$ cat config.mk
export PLATFORM = sky130hd
export DESIGN_NAME = nibble_serial_adder
export DESIGN_NICKNAME = d
export VERILOG_FILES = /design/src/rtl/nsa_pkg.sv /design/src/rtl/nsa_slice_adder.sv /design/src/rtl/nsa_control.sv /design/src/rtl/nsa_datapath.sv /design/src/rtl/nibble_serial_adder.sv
export SDC_FILE = /design/constraint.sdc
export NUM_CORES = 1
export LEC_CHECK = 0
export ABC_AREA = 1
export BUFFER_PORTS_ARGS = -buffer_cell sky130_fd_sc_hd__buf_2
export CAP_MARGIN = 5
export CORE_ASPECT_RATIO = 1.25
export CORE_UTILIZATION = 57
export CTS_CLUSTER_SIZE = 30
export DETAILED_ROUTE_END_ITERATION = 16
export GPL_ROUTABILITY_DRIVEN = 0
export HOLD_SLACK_MARGIN = 0.12
export PLACE_DENSITY = 0.82
export SYNTH_ARGS = -nofsm -noshare
export SYNTH_HDL_FRONTEND = slang
export SYNTH_SLANG_ARGS = --single-unit
$ cat constraint.sdc
create_clock -name clk -period 5.95 [get_ports clk]
set_input_delay 0.2975 -clock clk [delete_from_list [all_inputs] [get_ports clk]]
set_output_delay 0.2975 -clock clk [all_outputs]
set_load 0.03 [all_outputs]
$ cat src/rtl/nsa_pkg.sv
package nsa_pkg;
  // strobes from the sequencer to the datapath
  typedef struct packed {
    logic loadOps;   // capture operands and carry-in
    logic addLow;    // low pass through the shared slice
    logic addHigh;   // high pass and result write
  } nsaCtl_t;

  typedef enum logic [1:0] {
    ST_IDLE = 2'd0,
    ST_LOW  = 2'd1,
    ST_HIGH = 2'd2
  } nsaState_t;
endpackage

$ cat src/rtl/nsa_slice_adder.sv
module nsa_slice_adder #(
  parameter int W = 4
) (
  input  logic [W-1:0] a,
  input  logic [W-1:0] b,
  input  logic         ci,
  output logic [W-1:0] s,
  output logic         co
);
  logic [W:0] total;

  always_comb begin
    total = {1'b0, a} + {1'b0, b} + {{W{1'b0}}, ci};
    s     = total[W-1:0];
    co    = total[W];
  end
endmodule

$ cat src/rtl/nsa_control.sv
module nsa_control
  import nsa_pkg::*;
(
  input  logic    clk,
  input  logic    rst,
  input  logic    start,
  output nsaCtl_t ctl,
  output logic    done
);
  nsaState_t state, stateNext;

  always_comb begin
    ctl       = '0;
    stateNext = state;
    case (state)
      ST_IDLE: begin
        ctl.loadOps = start;
        if (start) stateNext = ST_LOW;
      end
      ST_LOW: begin
        ctl.addLow = 1'b1;
        stateNext  = ST_HIGH;
      end
      ST_HIGH: begin
        ctl.addHigh = 1'b1;
        stateNext   = ST_IDLE;
      end
      default: stateNext = ST_IDLE;
    endcase
  end

  always_ff @(posedge clk) begin
    if (rst) begin
      state <= ST_IDLE;
      done  <= 1'b0;
    end else begin
      state <= stateNext;
      done  <= ctl.addHigh;
    end
  end
endmodule

$ cat src/rtl/nsa_datapath.sv
module nsa_datapath
  import nsa_pkg::*;
#(
  parameter int NIB_W = 4
) (
  input  logic               clk,
  input  logic               rst,
  input  nsaCtl_t            ctl,
  input  logic [2*NIB_W-1:0] opA,
  input  logic [2*NIB_W-1:0] opB,
  input  logic               carryIn,
  output logic [2*NIB_W-1:0] sum,
  output logic               carryOut,
  output logic               halfCarry
);
  localparam int SLICES = 2;
  localparam int DATA_W = SLICES * NIB_W;

  // operand latches, kept as one entry per half (index 0 is the low half)
  logic [NIB_W-1:0] aLat [SLICES];
  logic [NIB_W-1:0] bLat [SLICES];
  logic             cinLat;

  for (genvar g = 0; g < SLICES; g++) begin : g_opLatch
    always_ff @(posedge clk) begin
      if (rst) begin
        aLat[g] <= '0;
        bLat[g] <= '0;
      end else if (ctl.loadOps) begin
        aLat[g] <= opA[g*NIB_W +: NIB_W];
        bLat[g] <= opB[g*NIB_W +: NIB_W];
      end
    end
  end

  always_ff @(posedge clk) begin
    if (rst) cinLat <= 1'b0;
    else if (ctl.loadOps) cinLat <= carryIn;
  end

  // select the inputs of the shared slice
  logic [NIB_W-1:0] sliceA, sliceB, sliceS;
  logic             sliceCi, sliceCo;
  logic [NIB_W-1:0] lowLatch;
  logic             midCarry;

  always_comb begin
    sliceA  = ctl.addHigh ? aLat[1] : aLat[0];
    sliceB  = ctl.addHigh ? bLat[1] : bLat[0];
    sliceCi = ctl.addHigh ? midCarry : cinLat;
  end

  nsa_slice_adder #(.W(NIB_W)) u_slice (
    .a  (sliceA),
    .b  (sliceB),
    .ci (sliceCi),
    .s  (sliceS),
    .co (sliceCo)
  );

  // low pass result and the carry between the halves
  always_ff @(posedge clk) begin
    if (rst) begin
      lowLatch <= '0;
      midCarry <= 1'b0;
    end else if (ctl.addLow) begin
      lowLatch <= sliceS;
      midCarry <= sliceCo;
    end
  end

  // both halves written to the result in the high pass
  logic [DATA_W-1:0] sumReg;
  logic              coReg, hcReg;

  always_ff @(posedge clk) begin
    if (rst) begin
      sumReg <= '0;
      coReg  <= 1'b0;
      hcReg  <= 1'b0;
    end else if (ctl.addHigh) begin
      sumReg <= {sliceS, lowLatch};
      coReg  <= sliceCo;
      hcReg  <= midCarry;
    end
  end

  assign sum       = sumReg;
  assign carryOut  = coReg;
  assign halfCarry = hcReg;
endmodule

$ cat src/rtl/nibble_serial_adder.sv
module nibble_serial_adder
  import nsa_pkg::*;
#(
  parameter int NIB_W = 4
) (
  input  logic               clk,
  input  logic               rst,
  input  logic               start,
  input  logic [2*NIB_W-1:0] opA,
  input  logic [2*NIB_W-1:0] opB,
  input  logic               carryIn,
  output logic [2*NIB_W-1:0] sum,
  output logic               carryOut,
  output logic               halfCarry,
  output logic               done
);
  nsaCtl_t ctl;

  nsa_control u_ctrl (
    .clk   (clk),
    .rst   (rst),
    .start (start),
    .ctl   (ctl),
    .done  (done)
  );

  nsa_datapath #(.NIB_W(NIB_W)) u_dp (
    .clk       (clk),
    .rst       (rst),
    .ctl       (ctl),
    .opA       (opA),
    .opB       (opB),
    .carryIn   (carryIn),
    .sum       (sum),
    .carryOut  (carryOut),
    .halfCarry (halfCarry)
  );
endmodule

Word-level counts from Yosys, hierarchy flattened
Memory sizes are Yosys's and may differ from the RTL's.
Index checks and enable logic that the tools add are counted.

word-level totals
  bits in registers = 19
  bits in latches = 0
  memories = 2
  RAM bits = 16
  memory bits (read-only) = 0

cells by class
  magnitude comparators = 0
  add/sub/neg operators = 2
  shift-type cells = 0
  equal/unequal tests = 3
  divide/modulo/power cells = 0
  $mul = 0
  mux-type cells = 17
  reduce and logical (&&, ||, !) cells = 1
  bitwise operators = 4

memories
  memory     words  bits a word  read ports  clocked after Yosys merged registers in  write ports  line                RTL
  u_dp.aLat  2      4            2           0                                        2            nsa_datapath.sv:20  logic [NIB_W-1:0] aLat [SLICES];
  u_dp.bLat  2      4            2           0                                        2            nsa_datapath.sv:21  logic [NIB_W-1:0] bLat [SLICES];

operators by type and width
  kind                                            number
  two-way mux 4 bit                               6
  two-way mux 1 bit                               9
  adder 4 x 4 -> 5 bit                            1
  adder 5 x 1 -> 5 bit                            1
  OR 1 bit                                        4
  one-hot mux 2 bit (2 select lines)              1
  == test 2 x 1 -> 1 bit (second input constant)  1
  == test 2 bit (second input constant)           1
  logical NOT 2 bit                               1
  two-way mux 2 bit                               1
  inequality test 2 bit (second input constant)   1

Logic depth before layout (Yosys ltp)
  depth in word-level cells = 6
  depth in mapped cells = 13

Hierarchy
From an unflattened synthesis, not the netlist that was laid out.

unflattened totals
  cells, all modules = 188
  area total of the unflattened synthesis = 1607.8 sq um

modules (own cells, without submodules)
  module           area each (sq um)  cells each  times used
  nsa_datapath     1335.0             149         1
  nsa_slice_adder  165.2              25          1
  nsa_control      107.6              14          1

Worst setup path before layout
OpenSTA, ideal clock, no wires.

  path kind = register -> register
  from = register u_ctrl.state[1]
  to = register u_dp.coReg (netlist: u_dp.carryOut)
  data required time = 5892 ps
  slack = 3812 ps
  arrival = 2080 ps
  stages on the path, launching flop included = 11
  path through = dfxtp_1 inv_2 nor2_4 buf_4 mux2i_1 fa_1 fa_1 nand3b_1 nand3_1 o211ai_1 inv_1

on the way
  longest elaborated chain between the ends = 5

ends and longest elaborated chain
  element                                      line                                    RTL
  from (decl)                                  nsa_control.sv:10                       nsaState_t state, stateNext;
  from (signal assigned)                       nsa_control.sv:37                       state <= stateNext;
  == test 2 bit *                              nsa_control.sv:15                       case (state)
  two-way mux 1 bit *                          nsa_control.sv:15
  two-way mux 4 bit, on equally long branches  nsa_datapath.sv:48, nsa_datapath.sv:49
  adder 4 x 4 -> 5 bit                         nsa_slice_adder.sv:13                   total = {1'b0, a} + {1'b0, b} + {{W{1'b0}}, ci};
  adder 5 x 1 -> 5 bit                         nsa_slice_adder.sv:13
  to (signal assigned)                         nsa_datapath.sv:83                      coReg <= sliceCo;
  to (decl)                                    nsa_datapath.sv:74                      logic coReg, hcReg;

Mark *: on every way between the ends. The rest lies on a longest branch, timed or not.
A chain may end at the register's enable or synchronous reset.

Final worst setup path
  from = register u_ctrl.state[1]
  to = register u_dp.midCarry

on the way
  longest elaborated chain between the ends = 5

ends and longest elaborated chain
  element                                      line                                    RTL
  == test 2 bit                                nsa_control.sv:15
  two-way mux 1 bit                            nsa_control.sv:15
  two-way mux 4 bit, on equally long branches  nsa_datapath.sv:48, nsa_datapath.sv:49
  adder 4 x 4 -> 5 bit                         nsa_slice_adder.sv:13
  adder 5 x 1 -> 5 bit                         nsa_slice_adder.sv:13
  to (signal assigned)                         nsa_datapath.sv:68                      midCarry <= sliceCo;
  to (decl)                                    nsa_datapath.sv:45                      logic midCarry;

Parallel ways exist; a longest one is shown, timed or not.

==> summary by stage <==
Critical path
The worst setup path is launched from a flop. The cell depth of the worst flop-to-flop path is 10. The slack of the worst reg-to-reg path is around 3.4 ns.

On the worst path, the slowest cell contributes a delay of 0.42 ns. The critical path crosses 10 cells after its start point. Walking the worst path, the cells encountered are inv_2, nor2_4, nand2_1, a21boi_2, fa_1, fa_1, nand3b_1, nand3_1, o211ai_1, inv_1.

The cell class contributing the biggest share of worst-path delay is adder cells. By instance count, the cell type seen most on the critical path is fa_1. The type of the worst setup path is flop to flop. Data on the critical path arrives at its endpoint at around 2.8 ns. Tracing the worst setup path back leads to its startpoint at u_ctrl.state[1]$_SDFFE_PP0P_. Data on the critical path is required at its endpoint by between 6 and 7 ns. Of all nets on the critical path, the largest fanout is 22.

Together, buffers and inverters on the worst path number 2. The startpoint of the most critical register-to-register path is u_ctrl.state[1]$_SDFFE_PP0P_. The worst setup path is captured at a flop. The largest individual stage delay along the critical path comes from the cell dfxtp_1. In this run the critical register-to-register path is captured at u_dp.midCarry$_SDFFE_PP0N_.

Drt
The via count normalized by instance count is about 5.0. The detail route stage leaves a number of antenna-violating nets equal to 0. The number of DRC markers in iteration 0 is 19.

The total number of vias is between 1000 and 1500. Summed over all layers, the routed wires come to 2630 um. The remaining design rule violation count is 0. In the final routed layout, each cell accounts on average for around 11 um. The detailed-routing iteration count for the pre-antenna-repair pass is 4.

Floorplan
The placeable core area is between 2000 and 3000 um^2. Once the floorplan was initialized, standard cells occupied about 62% of the core. The I/O pin count is 31. Measured along the y axis, the die boundary spans slightly above 60 um. After floorplanning, the core was divided into 20 placement rows. The overall die area is approximately 3000 um^2.

The horizontal extent of the die is between 40 and 50 um.

Cells and area
The number of inserted filler cells in the final layout is ~220. The area growth from synthesis to layout is 12.3%. The final layout contains 230 nets. At the end of the flow the core is filled with cells to around 70%. The number of antenna cells inserted is 0. The cell area after layout is 1770 um^2. Cells with a size suffix above 1 make up roughly a fifth of the layout. The library cells used most frequently in the layout, excluding fill and tap cells, are inv_1, nor2_1, buf_2. Leaving out fill and tap cells, the most frequent cell in the layout is inv_1.

Clock tree
Clock latency on the worst-skew pair, taken at its later pin, is around 0.34 ns. Clock-pin slew was measured on the worst setup and hold paths at roughly 0.09 ns. The clock passes through at most 2 buffers.

The clock drives 35 sinks. In this run, post-CTS repair resized a total of 0 instances. The clock root buffer is clkbuf_4. The cts-stage hold buffer count is 0. CTS built an H-tree with a depth of 2. The TritonCTS clock tree is yes. The total clock buffers created by CTS is 5. The post-CTS setup buffer count is 0.

STA
The clock arrives with slightly below 0.008 ns of skew. The maximum clock rate is slightly below 400 MHz. The count of final hold-check violations is 0. Measured against its own limit, the worst slew margin works out to 58.8%. The setup total negative slack is 0 ns.

The post-layout minimum cycle time is about 2.5 ns. The tightest hold margin is between 0.1 and 0.15 ns. The final-report setup violation count is 0. The number of max-slew violations in the final report is 0. The transition time at the pin with the least slew margin is between 0.6 and 0.7 ns. Setup repair after global routing left no endpoint under its margin.

The worst path uses a little over two fifths of the clock period.

Worst hold path
In this run the worst hold path is classified as input pin to flop. Counting instances, the worst hold path has a depth of 3. The endpoint of the worst hold-timing path is u_dp.cinLat$_SDFFE_PP0P_. In this run the most critical hold path is launched from carryIn.

Synth
The number of warnings printed during yosys synthesis is 0. A synthesized cell averages between 9 and 10 um^2. Yosys attributes the largest share of cell area to edfxtp_1, dfxtp_1, inv_1.

The portion of synthesized cell area occupied by the leading cell type is 30.6%. The post-synthesis cell type count is 23. The number of nets handed over by synthesis was slightly below 200. The XOR/XNOR share of the synthesized area is 0.557%. The share of cell area taken by muxes after synthesis is between 1 and 1.5%. The synthesized netlist devotes slightly below 9% of its cell area to compound gates. The synthesized netlist devotes between 10% and 20% of its cell area to simple gates.

After synthesis, the largest family of logic cells by area is simple AND/OR/NAND/NOR gates. The post-synthesis cell area is 1570 um^2. The register bit count reported by yosys is 35.

Of all cell types, the one taking the most synthesized area is edfxtp_1. Summing the sequential cell areas from Yosys gives about 55% of the chip area. The instance count of the mapped netlist is 173. Of the total synthesized cell area, the portion taken by full adders, half adders and majority gates is between 4 and 5%.

Power
The power per cell area is 262 nW/um^2. The maximum ir drop on the vdd rail is 0.150 mV. For this design the static power due to leakage is about 0.9 nW.

The sum of internal, switching and leakage power is approximately 0.46 mW.

Job
The max capacitance violation total is 0.

GRT
Entering global routing, the biggest net connects 23 pins. The first global-routing pass estimated between 4000 and 5000 um of wire. The initial antenna violation count is 0. After global routing the overflow that remains totals 0. The global-route usage over all layers is a little over a fifth. The number of global-route vias before repair came to roughly 1100.

Place
Summing all placed instances gives a cell area of between 1500 and 2000 um^2. During placement, the flow inserted port buffers numbering 30. The detailed-placement wirelength estimate is around 1900 um.

Status
The run finished with clean final reports.
==> Yosys cell counts (all sizes together) <==
library cell / n
a21boi: 1
a21oi: 9
buf: 5
dfxtp: 19
edfxtp: 16
fa: 2
ha: 3
inv: 33
mux2i: 2
nand2: 24
nand3: 9
nand3b: 1
nand4: 1
nor2: 32
nor3: 1
o211ai: 2
o21ai: 12
xor2: 1
==> flip-flops by register name (all words and copies together), names as in the netlist <==
signal and flops:
u_dp.aLat 8, u_dp.bLat 8, u_dp.sum 8, u_dp.lowLatch 4, u_ctrl.state 2, u_ctrl.done 1, u_dp.carryOut 1, u_dp.cinLat 1
u_dp.halfCarry 1, u_dp.midCarry 1
==> report_power, final <==
| part | switching [mW] | internal [mW] | leakage (nW) |
|---|---|---|---|
| sequential | 0.00603 | 0.268 | 0.328 |
| combinational | 0.0441 | 0.0249 | 0.549 |
| clock | 0.0755 | 0.0437 | 0.0273 |
==> worst register-to-register path, cell delays in order, from the launching register on <==
cell	delay, ns
dfxtp_1	0.42
inv_2	0.09
nor2_4	0.39
nand2_1	0.12
a21boi_2	0.18
fa_1	0.41
fa_1	0.42
nand3b_1	0.19
nand3_1	0.10
o211ai_1	0.09
inv_1	0.07
==> cells by family (layout without fill, tap and decap cells) <==
| kind of cell | after synthesis | after routing |
|---|---|---|
| AOI/OAI and AO/OA | 24 | 24 |
| and+or+nand+nor | 68 | 68 |
| buffers and inverters | 38 | 71 |
| xor gates and xnor gates | 1 | 1 |
| DFF | 35 | 35 |
| muxes | 2 | 2 |
| adders and majority gates | 5 | 5 |
==> per-layer routing <==
| layer | routed length (um) | global-route usage [%] | up-vias |
|---|---|---|---|
| met5 | 0 | 0 | - |
| met4 | 64 | 13.0 | 0 |
| met3 | 131 | 7.52 | 6 |
| met2 | 1380 | 41.7 | 40 |
| met1 | 1060 | 20.5 | 527 |
| li1 | - | - | 611 |
==> final cells by class <==
class	count	area [um^2]	share of cell area, %
inverter	33	124	7.02
clock inverter	2	7.51	0.425
tap	33	41.3	2.34
multi-input combinational	100	541	30.6
clock buffer	6	41.3	2.34
sequential	35	861	48.8
timing repair buffer	30	150	8.50
==> through the flow <==
step | worst slack, ns | instances
floorplan | 3.81 | 173
global placement | 3.56 | 231
detailed placement | 3.43 | 231
CTS | 3.41 | 239
global route | 3.21 | 239
finish | 3.42 | 239
==> worst max path at each step <==
stage | slack [ns] | end
6_report | 3.42 | u_dp.midCarry$_SDFFE_PP0N_
5_1_grt | 3.21 | u_dp.midCarry$_SDFFE_PP0N_
4_1_cts | 3.41 | u_dp.carryOut$_SDFFE_PP0P_
3_5_place_dp | 3.43 | u_dp.midCarry$_SDFFE_PP0N_
3_3_place_gp | 3.56 | u_dp.carryOut$_SDFFE_PP0P_
2_1_floorplan | 3.81 | u_dp.carryOut$_SDFFE_PP0P_
Note: power is estimated with default switching activity, not from simulation.
